===== config.mk =====
export PLATFORM = sky130hd
export DESIGN_NAME = i2c_word_fifo_pair
export DESIGN_NICKNAME = d
export VERILOG_FILES = /design/src/rtl/i2cfp_pkg.sv /design/src/rtl/i2cfp_sfifo.sv /design/src/rtl/i2cfp_tx_unpack.sv /design/src/rtl/i2cfp_rx_pack.sv /design/src/rtl/i2c_word_fifo_pair.sv
export SDC_FILE = /design/constraint.sdc
export NUM_CORES = 1
export LEC_CHECK = 0
export BUFFER_PORTS_ARGS = -buffer_cell sky130_fd_sc_hd__buf_2
export CORE_ASPECT_RATIO = 1.2
export CORE_MARGIN = 3
export CORE_UTILIZATION = 36
export DETAILED_ROUTE_END_ITERATION = 8
export PLACE_DENSITY_LB_ADDON = 0.3
export SLEW_MARGIN = 0
export SYNTH_ARGS = -nofsm -noshare
export SYNTH_HDL_FRONTEND = slang
export SYNTH_SLANG_ARGS = --single-unit

===== constraint.sdc =====
create_clock -name clk -period 5.6 [get_ports clk]
set_input_delay 0.56 -clock clk [delete_from_list [all_inputs] [get_ports clk]]
set_output_delay 0.56 -clock clk [all_outputs]
set_load 0.03 [all_outputs]

===== src/rtl/i2cfp_pkg.sv =====
package i2cfp_pkg;
  localparam logic [2:0] A_TX_WORD = 3'd0;
  localparam logic [2:0] A_TX_TAIL = 3'd1;
  localparam logic [2:0] A_RX_WORD = 3'd2;
  localparam logic [2:0] A_CTRL    = 3'd3;
  localparam logic [2:0] A_STATUS  = 3'd4;

  typedef struct packed {
    logic        tail;
    logic [1:0]  nbytes;  // 0 encodes 4
    logic [31:0] word;
  } tx_entry_t;
endpackage


===== src/rtl/i2cfp_sfifo.sv =====
module i2cfp_sfifo #(
  parameter int W     = 32,
  parameter int DEPTH = 8
) (
  input  logic                       clk,
  input  logic                       rst_n,
  input  logic                       clr,
  input  logic                       push,
  input  logic                       pop,
  input  logic [W-1:0]               din,
  output logic [W-1:0]               dout,
  output logic [$clog2(DEPTH+1)-1:0] count,
  output logic                       full,
  output logic                       empty
);
  localparam int AW = (DEPTH > 1) ? $clog2(DEPTH) : 1;
  localparam int CW = $clog2(DEPTH+1);
  localparam logic [AW-1:0] LAST = AW'(DEPTH - 1);

  logic [W-1:0]  mem [DEPTH];
  logic [AW-1:0] wp_q, rp_q, wp_d, rp_d;
  logic [CW-1:0] cnt_q, cnt_d;
  logic          do_push, do_pop;

  assign full    = (cnt_q == CW'(DEPTH));
  assign empty   = (cnt_q == '0);
  assign do_push = push && !full && !clr;
  assign do_pop  = pop && !empty && !clr;
  assign dout    = mem[rp_q];
  assign count   = cnt_q;

  always_comb begin
    wp_d  = wp_q;
    rp_d  = rp_q;
    cnt_d = cnt_q;
    if (clr) begin
      wp_d  = '0;
      rp_d  = '0;
      cnt_d = '0;
    end else begin
      if (do_push) wp_d = (wp_q == LAST) ? '0 : wp_q + 1'b1;
      if (do_pop)  rp_d = (rp_q == LAST) ? '0 : rp_q + 1'b1;
      case ({do_push, do_pop})
        2'b10:   cnt_d = cnt_q + 1'b1;
        2'b01:   cnt_d = cnt_q - 1'b1;
        default: cnt_d = cnt_q;
      endcase
    end
  end

  always_ff @(posedge clk or negedge rst_n) begin
    if (!rst_n) begin
      wp_q  <= '0;
      rp_q  <= '0;
      cnt_q <= '0;
    end else begin
      wp_q  <= wp_d;
      rp_q  <= rp_d;
      cnt_q <= cnt_d;
    end
  end

  always_ff @(posedge clk) begin
    if (do_push) mem[wp_q] <= din;
  end
endmodule


===== src/rtl/i2cfp_tx_unpack.sv =====
module i2cfp_tx_unpack
  import i2cfp_pkg::*;
(
  input  logic      clk,
  input  logic      rst_n,
  input  logic      clr,
  input  tx_entry_t head,
  input  logic      empty,
  input  logic      ready,
  output logic      valid,
  output logic [7:0] data,
  output logic      last,
  output logic      pop
);
  logic [1:0] idx_q, idx_d;
  logic       end_of_word, take;

  assign valid       = !empty;
  assign data        = head.word[8*idx_q +: 8];
  assign end_of_word = (idx_q == head.nbytes - 2'd1);
  assign last        = valid && head.tail && end_of_word;
  assign take        = valid && ready;
  assign pop         = take && end_of_word;

  always_comb begin
    idx_d = idx_q;
    if (clr)       idx_d = '0;
    else if (take) idx_d = end_of_word ? 2'd0 : idx_q + 2'd1;
  end

  always_ff @(posedge clk or negedge rst_n) begin
    if (!rst_n) idx_q <= '0;
    else        idx_q <= idx_d;
  end
endmodule


===== src/rtl/i2cfp_rx_pack.sv =====
module i2cfp_rx_pack (
  input  logic        clk,
  input  logic        rst_n,
  input  logic        clr,
  input  logic        byte_valid,
  input  logic [7:0]  byte_in,
  input  logic        byte_last,
  input  logic        fifo_full,
  output logic        ready,
  output logic        push,
  output logic [31:0] word
);
  logic [31:0] acc_q, acc_d;
  logic [1:0]  bidx_q, bidx_d;
  logic        take;

  assign ready = !fifo_full;
  assign take  = byte_valid && ready && !clr;
  assign word  = acc_q | (32'(byte_in) << (8 * bidx_q));
  assign push  = take && (bidx_q == 2'd3 || byte_last);

  always_comb begin
    acc_d  = acc_q;
    bidx_d = bidx_q;
    if (clr || push) begin
      acc_d  = '0;
      bidx_d = '0;
    end else if (take) begin
      acc_d  = word;
      bidx_d = bidx_q + 2'd1;
    end
  end

  always_ff @(posedge clk or negedge rst_n) begin
    if (!rst_n) begin
      acc_q  <= '0;
      bidx_q <= '0;
    end else begin
      acc_q  <= acc_d;
      bidx_q <= bidx_d;
    end
  end
endmodule


===== src/rtl/i2c_word_fifo_pair.sv =====
module i2c_word_fifo_pair
  import i2cfp_pkg::*;
#(
  parameter int DEPTH = 8
) (
  input  logic        clk,
  input  logic        rst_n,
  input  logic        reg_wr,
  input  logic        reg_rd,
  input  logic [2:0]  reg_addr,
  input  logic [31:0] reg_wdata,
  output logic [31:0] reg_rdata,
  output logic        tx_byte_valid,
  output logic [7:0]  tx_byte,
  output logic        tx_byte_last,
  input  logic        tx_byte_ready,
  input  logic        rx_byte_valid,
  input  logic [7:0]  rx_byte,
  input  logic        rx_byte_last,
  output logic        rx_byte_ready,
  output logic        tx_req,
  output logic        rx_req
);
  localparam int CW = $clog2(DEPTH+1);

  // control and flags
  logic [2:0] tx_trig_q, rx_trig_q, tx_trig_d, rx_trig_d;
  logic [1:0] tail_len_q, tail_len_d;
  logic       tx_flush_q, rx_flush_q, tx_flush_d, rx_flush_d;
  logic       tx_ovf_q, rx_udf_q, tx_ovf_d, rx_udf_d;

  tx_entry_t     tx_in, tx_head;
  logic [CW-1:0] tx_cnt, rx_cnt;
  logic          tx_full, tx_empty, rx_full, rx_empty;
  logic          tx_wr, tx_pop, rx_push, rx_rd;
  logic [31:0]   rx_word_in, rx_head;
  logic [3:0]    tx_free4, rx_fill4;

  assign tx_wr = reg_wr && (reg_addr == A_TX_WORD || reg_addr == A_TX_TAIL);
  assign rx_rd = reg_rd && (reg_addr == A_RX_WORD);

  assign tx_in.tail   = (reg_addr == A_TX_TAIL);
  assign tx_in.nbytes = (reg_addr == A_TX_TAIL) ? tail_len_q : 2'd0;
  assign tx_in.word   = reg_wdata;

  i2cfp_sfifo #(.W($bits(tx_entry_t)), .DEPTH(DEPTH)) u_tx_fifo (
    .clk, .rst_n, .clr(tx_flush_q), .push(tx_wr), .pop(tx_pop),
    .din(tx_in), .dout(tx_head), .count(tx_cnt), .full(tx_full), .empty(tx_empty)
  );

  i2cfp_tx_unpack u_unpack (
    .clk, .rst_n, .clr(tx_flush_q), .head(tx_head), .empty(tx_empty),
    .ready(tx_byte_ready), .valid(tx_byte_valid), .data(tx_byte),
    .last(tx_byte_last), .pop(tx_pop)
  );

  i2cfp_rx_pack u_pack (
    .clk, .rst_n, .clr(rx_flush_q), .byte_valid(rx_byte_valid), .byte_in(rx_byte),
    .byte_last(rx_byte_last), .fifo_full(rx_full), .ready(rx_byte_ready),
    .push(rx_push), .word(rx_word_in)
  );

  i2cfp_sfifo #(.W(32), .DEPTH(DEPTH)) u_rx_fifo (
    .clk, .rst_n, .clr(rx_flush_q), .push(rx_push), .pop(rx_rd),
    .din(rx_word_in), .dout(rx_head), .count(rx_cnt), .full(rx_full), .empty(rx_empty)
  );

  assign tx_free4 = 4'(DEPTH) - 4'(tx_cnt);
  assign rx_fill4 = 4'(rx_cnt);
  assign tx_req   = ({1'b0, tx_free4} >= ({2'b0, tx_trig_q} + 5'd1));
  assign rx_req   = ({1'b0, rx_fill4} >= ({2'b0, rx_trig_q} + 5'd1));

  always_comb begin
    tx_trig_d  = tx_trig_q;
    rx_trig_d  = rx_trig_q;
    tail_len_d = tail_len_q;
    tx_flush_d = 1'b0;
    rx_flush_d = 1'b0;
    tx_ovf_d   = tx_flush_q ? 1'b0 : tx_ovf_q;
    rx_udf_d   = rx_flush_q ? 1'b0 : rx_udf_q;
    if (reg_wr && reg_addr == A_CTRL) begin
      tx_trig_d  = reg_wdata[7:5];
      rx_trig_d  = reg_wdata[4:2];
      tail_len_d = reg_wdata[9:8];
      tx_flush_d = reg_wdata[1];
      rx_flush_d = reg_wdata[0];
    end
    if (tx_wr && tx_full && !tx_flush_q) tx_ovf_d = 1'b1;
    if (rx_rd && rx_empty && !rx_flush_q) rx_udf_d = 1'b1;
  end

  always_ff @(posedge clk or negedge rst_n) begin
    if (!rst_n) begin
      tx_trig_q  <= '0;
      rx_trig_q  <= '0;
      tail_len_q <= '0;
      tx_flush_q <= 1'b0;
      rx_flush_q <= 1'b0;
      tx_ovf_q   <= 1'b0;
      rx_udf_q   <= 1'b0;
    end else begin
      tx_trig_q  <= tx_trig_d;
      rx_trig_q  <= rx_trig_d;
      tail_len_q <= tail_len_d;
      tx_flush_q <= tx_flush_d;
      rx_flush_q <= rx_flush_d;
      tx_ovf_q   <= tx_ovf_d;
      rx_udf_q   <= rx_udf_d;
    end
  end

  always_comb begin
    case (reg_addr)
      A_RX_WORD: reg_rdata = rx_empty ? 32'd0 : rx_head;
      A_CTRL:    reg_rdata = {22'd0, tail_len_q, tx_trig_q, rx_trig_q, tx_flush_q, rx_flush_q};
      A_STATUS:  reg_rdata = {22'd0, rx_udf_q, tx_ovf_q, tx_free4, rx_fill4};
      default:   reg_rdata = 32'd0;
    endcase
  end
endmodule


==> Word-level counts from Yosys, hierarchy flattened <==
Memory sizes are Yosys's and may differ from the RTL's.
Cells that the tools add are included.
{ "classes": {"n_eq_ne": 16, "reduce_logical": 44, "n_addsub": 14, "muxes": 36, "bitwise_logic": 1, "shifts": 2, "magnitude_cmp": 2} }
{ "op_table": {"columns": ["cell", "count"], "rows": [
  ["$mux 32", 3],
  ["$pmux 32 s3", 1],
  ["$mux 3", 12],
  ["$or 32x32->32", 1],
  ["$shiftx 32x6->8", 1],
  ["$shl 8x5->32", 1],
  ["$logic_and 1x1->1", 22],
  ["$pmux 4 s2", 2],
  ["$reduce_bool 2->1", 8],
  ["$eq 3x3->1 const B", 5],
  ["$add 3x1->3 const B", 4],
  ["$mux 2", 6],
  ["$mux 1", 10],
  ["$add 3x1->4 const B", 2],
  ["$add 4x1->4 const B", 2],
  ["$eq 4x4->1 const B", 2],
  ["$ge 4x4->1", 2],
  ["$logic_not 4->1", 2],
  ["$mux 4", 2],
  ["$sub 4x1->4 const B", 2],
  ["$eq 2x2->1 const B", 3],
  ["$eq 3x2->1 const B", 2],
  ["$logic_not 1->1", 6],
  ["$reduce_bool 3->1", 2],
  ["other kinds (8)", 12]
]} }
{ "word_totals": {"elab_cells": 133, "ff_bits": 68, "ramBits": 536, "output_inout_bits": 45, "mem_count": 2} }
{ "mem_list": {"columns": ["memory", "depth", "width", "read_ports", "rd_clocked_by_memory_dff", "wr", "line_no", "source"], "rows": [
  ["u_tx_fifo.mem", 8, 35, 1, 0, 1, "i2cfp_sfifo.sv:20", "logic [W-1:0] mem [DEPTH];"],
  ["u_rx_fifo.mem", 8, 32, 1, 0, 1, "i2cfp_sfifo.sv:20", null]
]} }

==> Depth between registers and ports, before layout <==
Gate-level depths: netlist of run 1.
{ "depth": {"word_depth": 10, "depth_mapped": 13} }

==> Hierarchy <==
From an unflattened synthesis of run 1, not the netlist that was laid out.
{ "unflattened": {"hier_cells": 1252, "hier_area_um2": 24623.6} }
{ "by_module_without_submodules": {"columns": ["mod", "area_each_um2", "cells_per_inst", "instances", "seq_area_each_um2"], "rows": [
  ["i2cfp_sfifo (u_tx_fifo)", 11228.3, 486, 1, 8658.3],
  ["i2cfp_sfifo (u_rx_fifo)", 10337.4, 452, 1, 7937.6],
  ["i2cfp_rx_pack", 1621.6, 161, 1, 850.8],
  ["i2c_word_fifo_pair", 1083.5, 127, 1, 300.3],
  ["i2cfp_tx_unpack", 352.8, 26, 1, 50.0]
]} }

==> Worst setup path after synthesis of run 1 <==
No wires, ideal clock.
{ "synth_path": {"path_type": "register to register", "start": "register u_rx_fifo.cnt_q[3] (netlist: u_rx_fifo.count[3])", "end": "memory u_rx_fifo.mem[8][0] (netlist: u_rx_fifo.mem[4][0]), enable pin", "setup_slack_ns": 0.573, "arrival_ns": 4.525, "required_ns": 5.099, "path_buffers": 1, "path_stages_with_launch": 7, "cell_sequence": "dfrtp_1 > or4b_2 > and2_1 > clkbuf_1 > o21a_1 > nand2_1 > nor4_1"} }
{ "synth_between": {"elab_chain_len": 9} }
{ "synth_lines": {"columns": ["element", "line_no", "source"], "rows": [
  ["start, declared", "i2cfp_sfifo.sv:22", "logic [CW-1:0] cnt_q, cnt_d;"],
  ["start signal, assigned", "i2cfp_sfifo.sv:59", "cnt_q <= cnt_d;"],
  ["$eq 4x4->1 (*)", "i2cfp_sfifo.sv:25", "assign full = (cnt_q == CW'(DEPTH));"],
  ["$logic_not 1->1 (*)", "i2cfp_rx_pack.sv:17", "assign ready = !fifo_full;"],
  ["via rx_byte_ready", "i2c_word_fifo_pair.sv:20", "output logic rx_byte_ready,"],
  ["$logic_and 1x1->1 (2 in series)", "i2cfp_rx_pack.sv:18", "assign take = byte_valid && ready && !clr;"],
  ["$logic_and 1x1->1", "i2cfp_rx_pack.sv:20", "assign push = take && (bidx_q == 2'd3 || byte_last);"],
  ["$logic_and 1x1->1 (*) (2 in series)", "i2cfp_sfifo.sv:27", "assign do_push = push && !full && !clr;"],
  ["$mux 1 (*)", "i2cfp_sfifo.sv:64", "if (do_push) mem[wp_q] <= din;"],
  ["$mux 1 (implied by the code) (*)", "i2cfp_sfifo.sv:64", null],
  ["end, declared", "i2cfp_sfifo.sv:20", null]
]} }
The timed path passes the listed nets; every way through them passes the cells marked *.

==> Worst setup path after layout of run 1 <==
{ "layout_path": {"start": "register u_tx_fifo.rp_q[0]", "end": "output tx_byte[7]"} }
{ "layout_between": {"elab_chain_len": 2} }
{ "layout_lines": {"columns": ["element", "line_no", "source"], "rows": [
  ["start, declared", "i2cfp_sfifo.sv:21", "logic [AW-1:0] wp_q, rp_q, wp_d, rp_d;"],
  ["start signal, assigned", "i2cfp_sfifo.sv:58", "rp_q <= rp_d;"],
  ["$mem_v2 8x35", null, null],
  ["$shiftx 32x6->8", "i2cfp_tx_unpack.sv:19", "assign data = head.word[8*idx_q +: 8];"],
  ["end, declared", "i2c_word_fifo_pair.sv:14", "output logic [7:0] tx_byte,"]
]} }
Every way passes these cells.

==> flow_summary.toml, run 1 <==
[flow_run]
max_cap_violations = 0

[clock_network]
cts-resized-gates = 0
ctsHoldBuffers = 0
insertion_delay_ns = 0.61
post_cts_buffers = 0
cts_tree = "done"
cts_buffer_depth = 3
cts.sinks = 604
cts_buffers = 61
cts.reportedPaths.clkPinSlew_ns = 0.06
cts_root_buffer = "clkbuf_16"
h-tree-depth = 2

[floorplan]
start_util = 0.365
placementRows = 103
fp.coreArea_mm2 = 0.0660
die_h_um = 289
io_pins = 95
die_x_um = 242
die_area_mm2 = 0.0700

[power_and_ir_drop]
power_switching_uw = 3980
irDropWorstVdd_uv = 376
p_comb_frac = 0.256
seqPwrFrac = 0.449
power.leakage_uw = 0.00949
power.density_mw_per_mm2 = 488
swShare = 0.294
pwr-share-clk = 0.295
p_int_uw = 9560

[synth]
synth.most_common_cell = "edfxtp_1"
async_flop_share = 0.113
ys_seq_area_frac = 0.740
synthTopCellsByArea = "edfxtp_1 (67%), mux4_2 (14%), dfrtp_1 (7.1%), mux2i_1 (1.9%), ha_1 (1.2%)"
synth_common_cells = "edfxtp_1 (536), mux4_2 (149), nor2_1 (74)"
synth_top_cell_area_share = 0.669
synthesis.nets = 1263
netlist_area_mm2 = 0.0241
synth_edf_count = 536
yosysWarnings = 0
netlist_instances = 1187
synth_top_cell_by_area = "edfxtp_1"
yosysUniqueCellTypes = 45
syn_area_per_cell_um2 = 20.3
ys_ff_latch = 604
synth_flop_cell = "edfxtp_1"

[timing]
setup_slack_ns = 1.21
skew_ns = 0.0176
min_period_ns = 4.39
max_freq_mhz = 228
fin_crit_sh = 0.784
relSlewSlack = 0.283
setup_violations = 0
finalSetupTns_ns = 0
max_slew.worst_pin.slew_ns = 1.08
drv_slew = 0
hold_viol = 0
rsz0062_at_grt = "no"

[drt]
viasPerCell = 5.14
first_pass_iters = 5
ant_nets = 0
drc = 0
vias = 11600
wl_um = 52100
initialDrtViolationCount = 794
wl_per_cell_um = 23.0

[worst_setup_path]
reg2reg_depth = 10
arrival_ns = 3.83
cp_max_fo = 41
crit_required_ns = 5.04
critical_path_class = "reg2out"
cp-end-kind = "output port"
start_kind = "register"

[global_routing]
antenna_found_initial = 10
grt_first_pass_wirelength_um = 79600
grt.total_usage = 0.151
grt_pass1_vias = 12600
overflow = 0
grt_start_max_net_pins = 69

[layout]
final_layout_size_suffix_gt1_frac = 0.297
final_nets = 1394
synthToLayoutAreaGrowth_pct = 15.4

[placement]
port_buffers = 94
place_congestion = 0.747
post-place-ws_ns = 1.44
hpwl_um = 31100

[outcome]
outcome = "complete, no violations"

[worst_hold_path]
hold_path_class = "in2async"
[stage by stage]
step / area, µm² / hold slack, ns / util / cells / total power (µW)
5_1_grt: 27800 / 0.132 / 0.421 / 2262 / 14200
3_3_place_gp: 25800 / 0.475 / 0.391 / 2147 / 9660
4_1_cts: 27800 / 0.0970 / 0.421 / 2261 / 13700
3_5_place_dp: 25800 / 0.483 / 0.391 / 2147 / 9740
2_1_floorplan: 24100 / 0.264 / - / 1187 / 8650
6_report: 27800 / 0.0724 / 0.421 / 2266 / 13500
[final timing paths]
path / startpoint / end / slack (ns)
worst min register to register: u_pack.acc_q[4] / u_pack.acc_q[4] / 0.50
max in group asynchronous: rst_n / u_tx_fifo.rp_q[0] / 4.81
worst max-delay path: u_tx_fifo.rp_q[0] / tx_byte[7] / 1.21
worst max register to register: u_rx_fifo.count[0] / u_rx_fifo.count[3] / 1.42
worst min-delay path: rst_n / u_pack.acc_q[31] / 0.07
min in group clk: reg_wdata[13] / u_tx_fifo.mem[0][13] / 0.22
[metal layers]
metal | wire length [µm] | GRT usage
met2 | 26700 | 0.264
met1 | 21800 | 0.197
met3 | 2600 | 0.0271
met4 | 928 | 0.0367
met5 | 53 | 0
[sequential cells by signal, indices dropped and copies added, names as in the netlist, 3 cells and up]
| name | cells |
|---|---|
| rx_trig_q | 3 |
| tx_trig_q | 3 |
| u_pack.acc_q | 32 |
| u_rx_fifo.count | 4 |
| u_rx_fifo.mem | 256 |
| u_rx_fifo.rp_q | 3 |
| u_rx_fifo.wp_q | 3 |
| u_tx_fifo.count | 4 |
| u_tx_fifo.mem | 280 |
| u_tx_fifo.rp_q | 3 |
| u_tx_fifo.wp_q | 3 |
[cells in the final DEF, fill, tap and decap left out, types with 9 or more instances in the layout]
master     Yosys  routed
edfxtp_1     536     536
mux4_2       149     149
buf_2          7      93
nor2_1        74      66
clkbuf_16      0      64
dfrtp_1       68      63
mux2i_1       45      45
a21o_1        35      35
buf_4          0      35
o21ai_0       29      29
ha_1          24      24
clkbuf_1      32      21
mux2_2        18      18
a32o_1        18      18
nand2_1       16      16
nand2b_1      11      11
a22oi_1       10      10
a21oi_1       10      10
nor3_1        14       9
clkinv_1       1       9
[final cells by class]
type / instances / area (µm²)
inverter: 8 / 30.0
tap: 892 / 1120
sequential: 604 / 17800
fill: 5821 / 38200
multi-input combinational: 515 / 6100
clock buffer: 92 / 1780
clock inverter: 22 / 206
antenna: 5 / 12.5
timing repair buffer: 128 / 728
[logic make-up (layout without fill, tap and decap cells)]
family,Yosys count,count (layout),share of synthesized area
AND/OR/NAND/NOR,155,155,0.0307
other,0,5,0
AO/OA/AOI/OAI,108,108,0.0315
flip-flops,604,604,0.740
adder cells (fa/ha/maj),26,26,0.0141
XOR/XNOR,11,11,0.00432
buffers and inverters,68,250,0.0113
multiplexers,215,215,0.168
[worst max-delay path: stages, from the launching register on]
cell	delay (ns)
dfrtp_4	0.95
buf_4	0.67
mux4_2	0.58
mux4_2	0.52
mux2_2	0.28
buf_2	0.17
[power by group through the flow]
stage / logic [µW] / registers [µW] / clock network [µW]
global placement: 3490 / 6170 / 0
global route: 3800 / 6160 / 4280
floorplan: 2810 / 5830 / 0
CTS: 3550 / 6100 / 4090
finish: 3470 / 6080 / 3990
detailed placement: 3540 / 6190 / 0
Note: power is estimated with default switching activity, not from simulation.
==> run 2: changes to the inputs <==
- clock period: 5.6 -> 4.6 ns (I/O delays scaled with it)
==> run 2 against run 1 <==
Global-route usage grew 0.16 points. Clock power grew 15%. Total power grew 20%. Via count grew 1.3%. Sequential share of layout area is essentially flat. Setup slack lost 0.46 ns. Design area is essentially flat. Sequential cell count is the same. Largest cell class unchanged. Largest power group unchanged. Highest routed layer unchanged.
==> flow_summary.toml, run 2 (same netlist as run 1, synthesis figures left out) <==
[power_and_ir_drop]
irDropWorstVdd_uv = 343
power.density_mw_per_mm2 = 587
p_comb_frac = 0.271
pwr-share-clk = 0.282
seqPwrFrac = 0.448
power_switching_uw = 4930
p_int_uw = 11400
swShare = 0.302
power.leakage_uw = 0.00948
finalPower_uw = 16300

[floorplan]
placementRows = 103
fp.coreArea_mm2 = 0.0660
start_util = 0.365
die_h_um = 289
io_pins = 95
die_x_um = 242
die_area_mm2 = 0.0700

[timing]
whs_ns = 0.115
min_period_ns = 3.85
max_slew.worst_pin.slew_ns = 1.03
fin_crit_sh = 0.838
hold_viol = 0
rsz0062_at_grt = "no"
drv_slew = 0
skew_ns = 0.0183
finalSetupTns_ns = 0
setup_violations = 0
max_freq_mhz = 259
relSlewSlack = 0.312

[layout]
largest_reg_flops = 280
final_common_cell = "edfxtp_1"
utilization = 0.421
regMostFlops = "u_tx_fifo.mem"
final_nets = 1401
synthToLayoutAreaGrowth_pct = 15.4
most-common-layout-cells = "edfxtp_1 (536), mux4_2 (149), buf_2 (94)"
final_layout_size_suffix_gt1_frac = 0.303
reg_top3 = "u_tx_fifo.mem: 280 flops, u_rx_fifo.mem: 256 flops, u_pack.acc_q: 32 flops"

[global_routing]
grt_start_max_net_pins = 57
grt_first_pass_wirelength_um = 80600
antenna_found_initial = 6
overflow = 0
grt.total_usage = 0.153
grt_pass1_vias = 12500

[worst_setup_path]
arrival_ns = 3.39
cp_max_fo = 56
cpMostUsedCell = "mux4_2"
crit_required_ns = 4.14
cp_cell_sequence = "buf_12 > mux4_2 > mux4_2 > mux2_2 > buf_2"
reg2reg_depth = 11
start_kind = "register"
cp_slowest_cell = "dfrtp_4"
critical_path_class = "reg2out"
cpPeakStageDelay_ns = 0.67
cp-end-kind = "output port"

[drt]
viasPerCell = 5.20
vias = 11800
wl_um = 52900
first_pass_iters = 5
wl_per_cell_um = 23.3
drc = 0
initialDrtViolationCount = 670
ant_nets = 0

[clock_network]
cts_buffer_depth = 3
h-tree-depth = 2
post_cts_buffers = 0
cts-resized-gates = 0
cts.sinks = 604
ctsHoldBuffers = 1
insertion_delay_ns = 0.61
cts_root_buffer = "clkbuf_16"
cts_buffers = 59
cts.reportedPaths.clkPinSlew_ns = 0.06
cts_tree = "done"

[flow_run]
max_cap_violations = 0

[worst_hold_path]
hold_depth = 1
hold_path_class = "in2reg"

[placement]
port_buffers = 94
hpwl_um = 31700
place_congestion = 0.735

[outcome]
outcome = "complete, no violations"
==> run 2: layout make-up <==
cell class / count / area (µm²)
multi-input cells: 515 / 6120
diodes: 1 / 2.50
flip-flops and latches: 604 / 17800
repair buffers: 137 / 833
inverters: 8 / 30.0
clock inverters: 36 / 304
well taps: 892 / 1120
fillers: 5896 / 38200
clock buffers: 74 / 1550
==> run 2: worst max-delay path, delay by kind of cell, from the launching register on <==
kind                   cells  cell delay, ns
buffers and inverters      2            0.59
DFF                        1            0.67
muxes                      3            1.42
==> run 2: worst paths after layout <==
| check | start | slack (ns) | to |
|---|---|---|---|
| max | u_tx_fifo.rp_q[0] | 0.75 | tx_byte[3] |
| min | reg_wdata[25] | 0.12 | u_tx_fifo.mem[7][25] |
| max reg2reg | u_tx_fifo.rp_q[0] | 0.92 | u_tx_fifo.count[3] |
| min reg2reg | u_pack.acc_q[6] | 0.49 | u_pack.acc_q[6] |
| max in group asynchronous | rst_n | 3.04 | u_tx_fifo.rp_q[0] |
| min in group asynchronous | rst_n | 0.55 | u_pack.acc_q[0] |
==> run 2: stage by stage <==
stage | cells | setup WS (ns) | area, µm²
after floorplan | 1187 | 0.0889 | 24100
after global placement | 2155 | 0.847 | 25900
after detailed placement | 2155 | 0.839 | 25900
after CTS | 2266 | 0.646 | 27800
after global routing | 2267 | 0.547 | 27800
final | 2267 | 0.746 | 27800
==> run 2: power groups by stage <==
stage / Sequential [µW] / Clock (µW) / Combinational [µW]
detailed placement: 7430 / 0 / 4510
CTS: 7310 / 4710 / 4530
global placement: 7390 / 0 / 4440
floorplan: 7100 / 0 / 3430
finish: 7300 / 4590 / 4410
global route: 7380 / 4940 / 4830
==> run 2: layer usage <==
metal | GRT usage | share of wire | routed length (µm)
met3 | 0.0255 | 0.045 | 2370
met5 | 0 | 0.00026 | 14
met1 | 0.196 | 0.42 | 22000
met4 | 0.0341 | 0.017 | 924
met2 | 0.274 | 0.52 | 27600
==> run 3: changes to the inputs <==
- ABC_AREA: not set -> 1
- clock period: 4.6 -> 3.7 ns (I/O delays scaled with it)
==> run 3 against run 2 <==
Design area up 1.7%. Largest cell class unchanged. Critical path depth up 4. Synthesized area up 2.2%. Sequential cell count unchanged. Utilization down 0.18 points. Sequential share of layout area down 1.1 points. First-iteration DRC count up 71%. Sequential power up 18%. Clock skew down 0.00083 ns.
==> flow_summary.toml, run 3 <==
[global_routing]
antenna_found_initial = 1
grt_start_max_net_pins = 77
grt_first_pass_wirelength_um = 96000
overflow = 0
grt_pass1_vias = 16000
grt.total_usage = 0.173

[clock_network]
insertion_delay_ns = 0.62
cts_tree = "done"
h-tree-depth = 2
cts_root_buffer = "clkbuf_16"
cts_buffers = 59
cts.reportedPaths.clkPinSlew_ns = 0.06
cts.sinks = 604
cts_buffer_depth = 3

[layout]
regMostFlops = "u_tx_fifo.mem"
final_common_cell = "edfxtp_1"
synthToLayoutAreaGrowth_pct = 14.9
largest_reg_flops = 280
final_layout_size_suffix_gt1_frac = 0.126
most-common-layout-cells = "edfxtp_1 (536), nor2_1 (365), o21ai_0 (337)"
reg_top3 = "u_tx_fifo.mem: 280 flops, u_rx_fifo.mem: 256 flops, u_pack.acc_q: 32 flops"
final_cells = 3009
final_nets = 2132

[worst_setup_path]
crit_required_ns = 3.33
critical_path_class = "reg2out"
arrival_ns = 3.14
cp-end-kind = "output port"
cp_cell_sequence = "inv_4 > buf_16 > o21ai_0 > o22ai_1 > nor2_1 > nor2_1 > o21ai_0 > a32oi_1 > buf_2"
cp_slowest_cell = "dfrtp_4"
cpPeakStageDelay_ns = 0.70
start_kind = "register"
cp_max_fo = 76

[drt]
first_pass_iters = 5
initialDrtViolationCount = 1149
drc = 0
vias = 16000
viasPerCell = 5.31
wl_per_cell_um = 20.9
wl_um = 62900
ant_nets = 0

[floorplan]
placementRows = 104
io_pins = 95
start_util = 0.365
die_x_um = 245
fp.coreArea_mm2 = 0.0674
die_h_um = 292
die_area_mm2 = 0.0715

[placement]
hpwl_um = 36200
post-place-ws_ns = 0.680
place_inst = 2892
port_buffers = 94
place_congestion = 0.773

[synth]
netlist_area_mm2 = 0.0246
synth-adder-area-share = 0.0138
synth_flop_cell = "edfxtp_1"
synth.most_common_cell = "edfxtp_1"
synth_compound_area_frac = 0.130
synthMuxAreaShare = 0.00183
ys_seq_area_frac = 0.724
synth_common_cells = "edfxtp_1 (536), nor2_1 (378), o21ai_0 (337)"
synth_top_family_by_area = "compound AO/OA/AOI/OAI gates"
synthTopCellsByArea = "edfxtp_1 (65%), dfrtp_1 (6.9%), o21ai_0 (6.9%), nor2_1 (5.8%), o221ai_1 (2.5%)"
yosysWarnings = 0
netlist_instances = 1960
synth_edf_count = 536
synth-xor-area-share = 0.00356
synthSimpleGateAreaFrac = 0.0894
synthesis.nets = 2036
async_flop_share = 0.113
synth_top_cell_by_area = "edfxtp_1"
ys_ff_latch = 604
syn_area_per_cell_um2 = 12.5
yosysUniqueCellTypes = 41
synth_top_cell_area_share = 0.655

[power_and_ir_drop]
finalPower_uw = 21000
irDropWorstVdd_uv = 438
power.density_mw_per_mm2 = 742
power.leakage_uw = 0.00986

[timing]
relSlewSlack = 0.215
finalSetupTns_ns = 0
min_period_ns = 3.51
fin_crit_sh = 0.948
rsz0062_at_grt = "no"
max_freq_mhz = 285
setup_slack_ns = 0.193
drv_slew = 0
hold_viol = 0
skew_ns = 0.0175
setup_violations = 0
max_slew.worst_pin.slew_ns = 1.17
whs_ns = 0.0328

[outcome]
outcome = "complete, no violations"

[flow_run]
max_cap_violations = 0

[worst_hold_path]
hold_path_class = "in2reg"
## run 3: cell types whose count changed in the layout (fill, tap and decap cells not counted), moves of 70 or more
cell / change
o21ai_0: +308
nor2_1: +299
mux4_2: -149
inv_1: +92
nand2_1: +74
o221ai_1: +70
## run 3: cell type report
type	count	area, µm²
diodes	3	7.51
clock buffers	78	1570
clock inverters	32	317
fillers	6228	39200
inverters	109	413
multi-input cells	1130	5980
flip-flops and latches	604	17800
well taps	901	1130
repair buffers	152	1030
## run 3: routing by layer
| layer | part of all wire | GRT usage |
|---|---|---|
| met2 | 0.51 | 0.309 |
| met4 | 0.025 | 0.0496 |
| met5 | 0 | 0 |
| met1 | 0.42 | 0.220 |
| met3 | 0.047 | 0.0238 |
## run 3: final timing paths
check / startpoint / to / slack, ns / cells after the start
max: u_tx_fifo.rp_q[0] / tx_byte[5] / 0.19 / 9
min: reg_wdata[13] / u_tx_fifo.mem[7][13] / 0.03 / 1
max reg2reg: u_tx_fifo.rp_q[1] / u_tx_fifo.count[3] / 0.64 / 17
min reg2reg: u_pack.acc_q[20] / u_pack.acc_q[20] / 0.53 / 2
max in group asynchronous: rst_n / u_tx_fifo.rp_q[0] / 2.50 / 2
min in group asynchronous: rst_n / u_pack.acc_q[28] / 0.44 / 2
## run 3: kinds of logic after synthesis
family	after synthesis
AO/OA/AOI/OAI	543
adder cells (fa/ha/maj)	26
flip-flops	604
XOR/XNOR	10
buffers and inverters	226
AND/OR/NAND/NOR	547
multiplexers	4
## run 3: worst max-delay path: cells and delay by family, from the launching register on
family / cells / cell delay [ns]
AO/OA/AOI/OAI: 4 / 0.79
buffers and inverters: 3 / 0.88
AND/OR/NAND/NOR: 2 / 0.13
flip-flops: 1 / 0.70
## run 3: timing repair
action,4_1_cts,5_1_grt
setup buffers,0,0
resized for setup,0,1
hold endpoints to repair,92,0
endpoints found under the setup margin,0,2
hold buffers,4,0
## run 3: power by group
part / internal (µW) / total [µW] / switching [µW]
logic: 1860 / 6480 / 4620
clock network: 3330 / 5850 / 2510
registers: 8270 / 8630 / 367
total: 13500 / 21000 / 7500
## run 3: stage by stage
stage	instance area [µm²]	utilization
3_3_place_gp	26300	0.390
2_1_floorplan	24600	-
3_5_place_dp	26300	0.390
4_1_cts	28200	0.419
6_report	28200	0.419
5_1_grt	28200	0.419
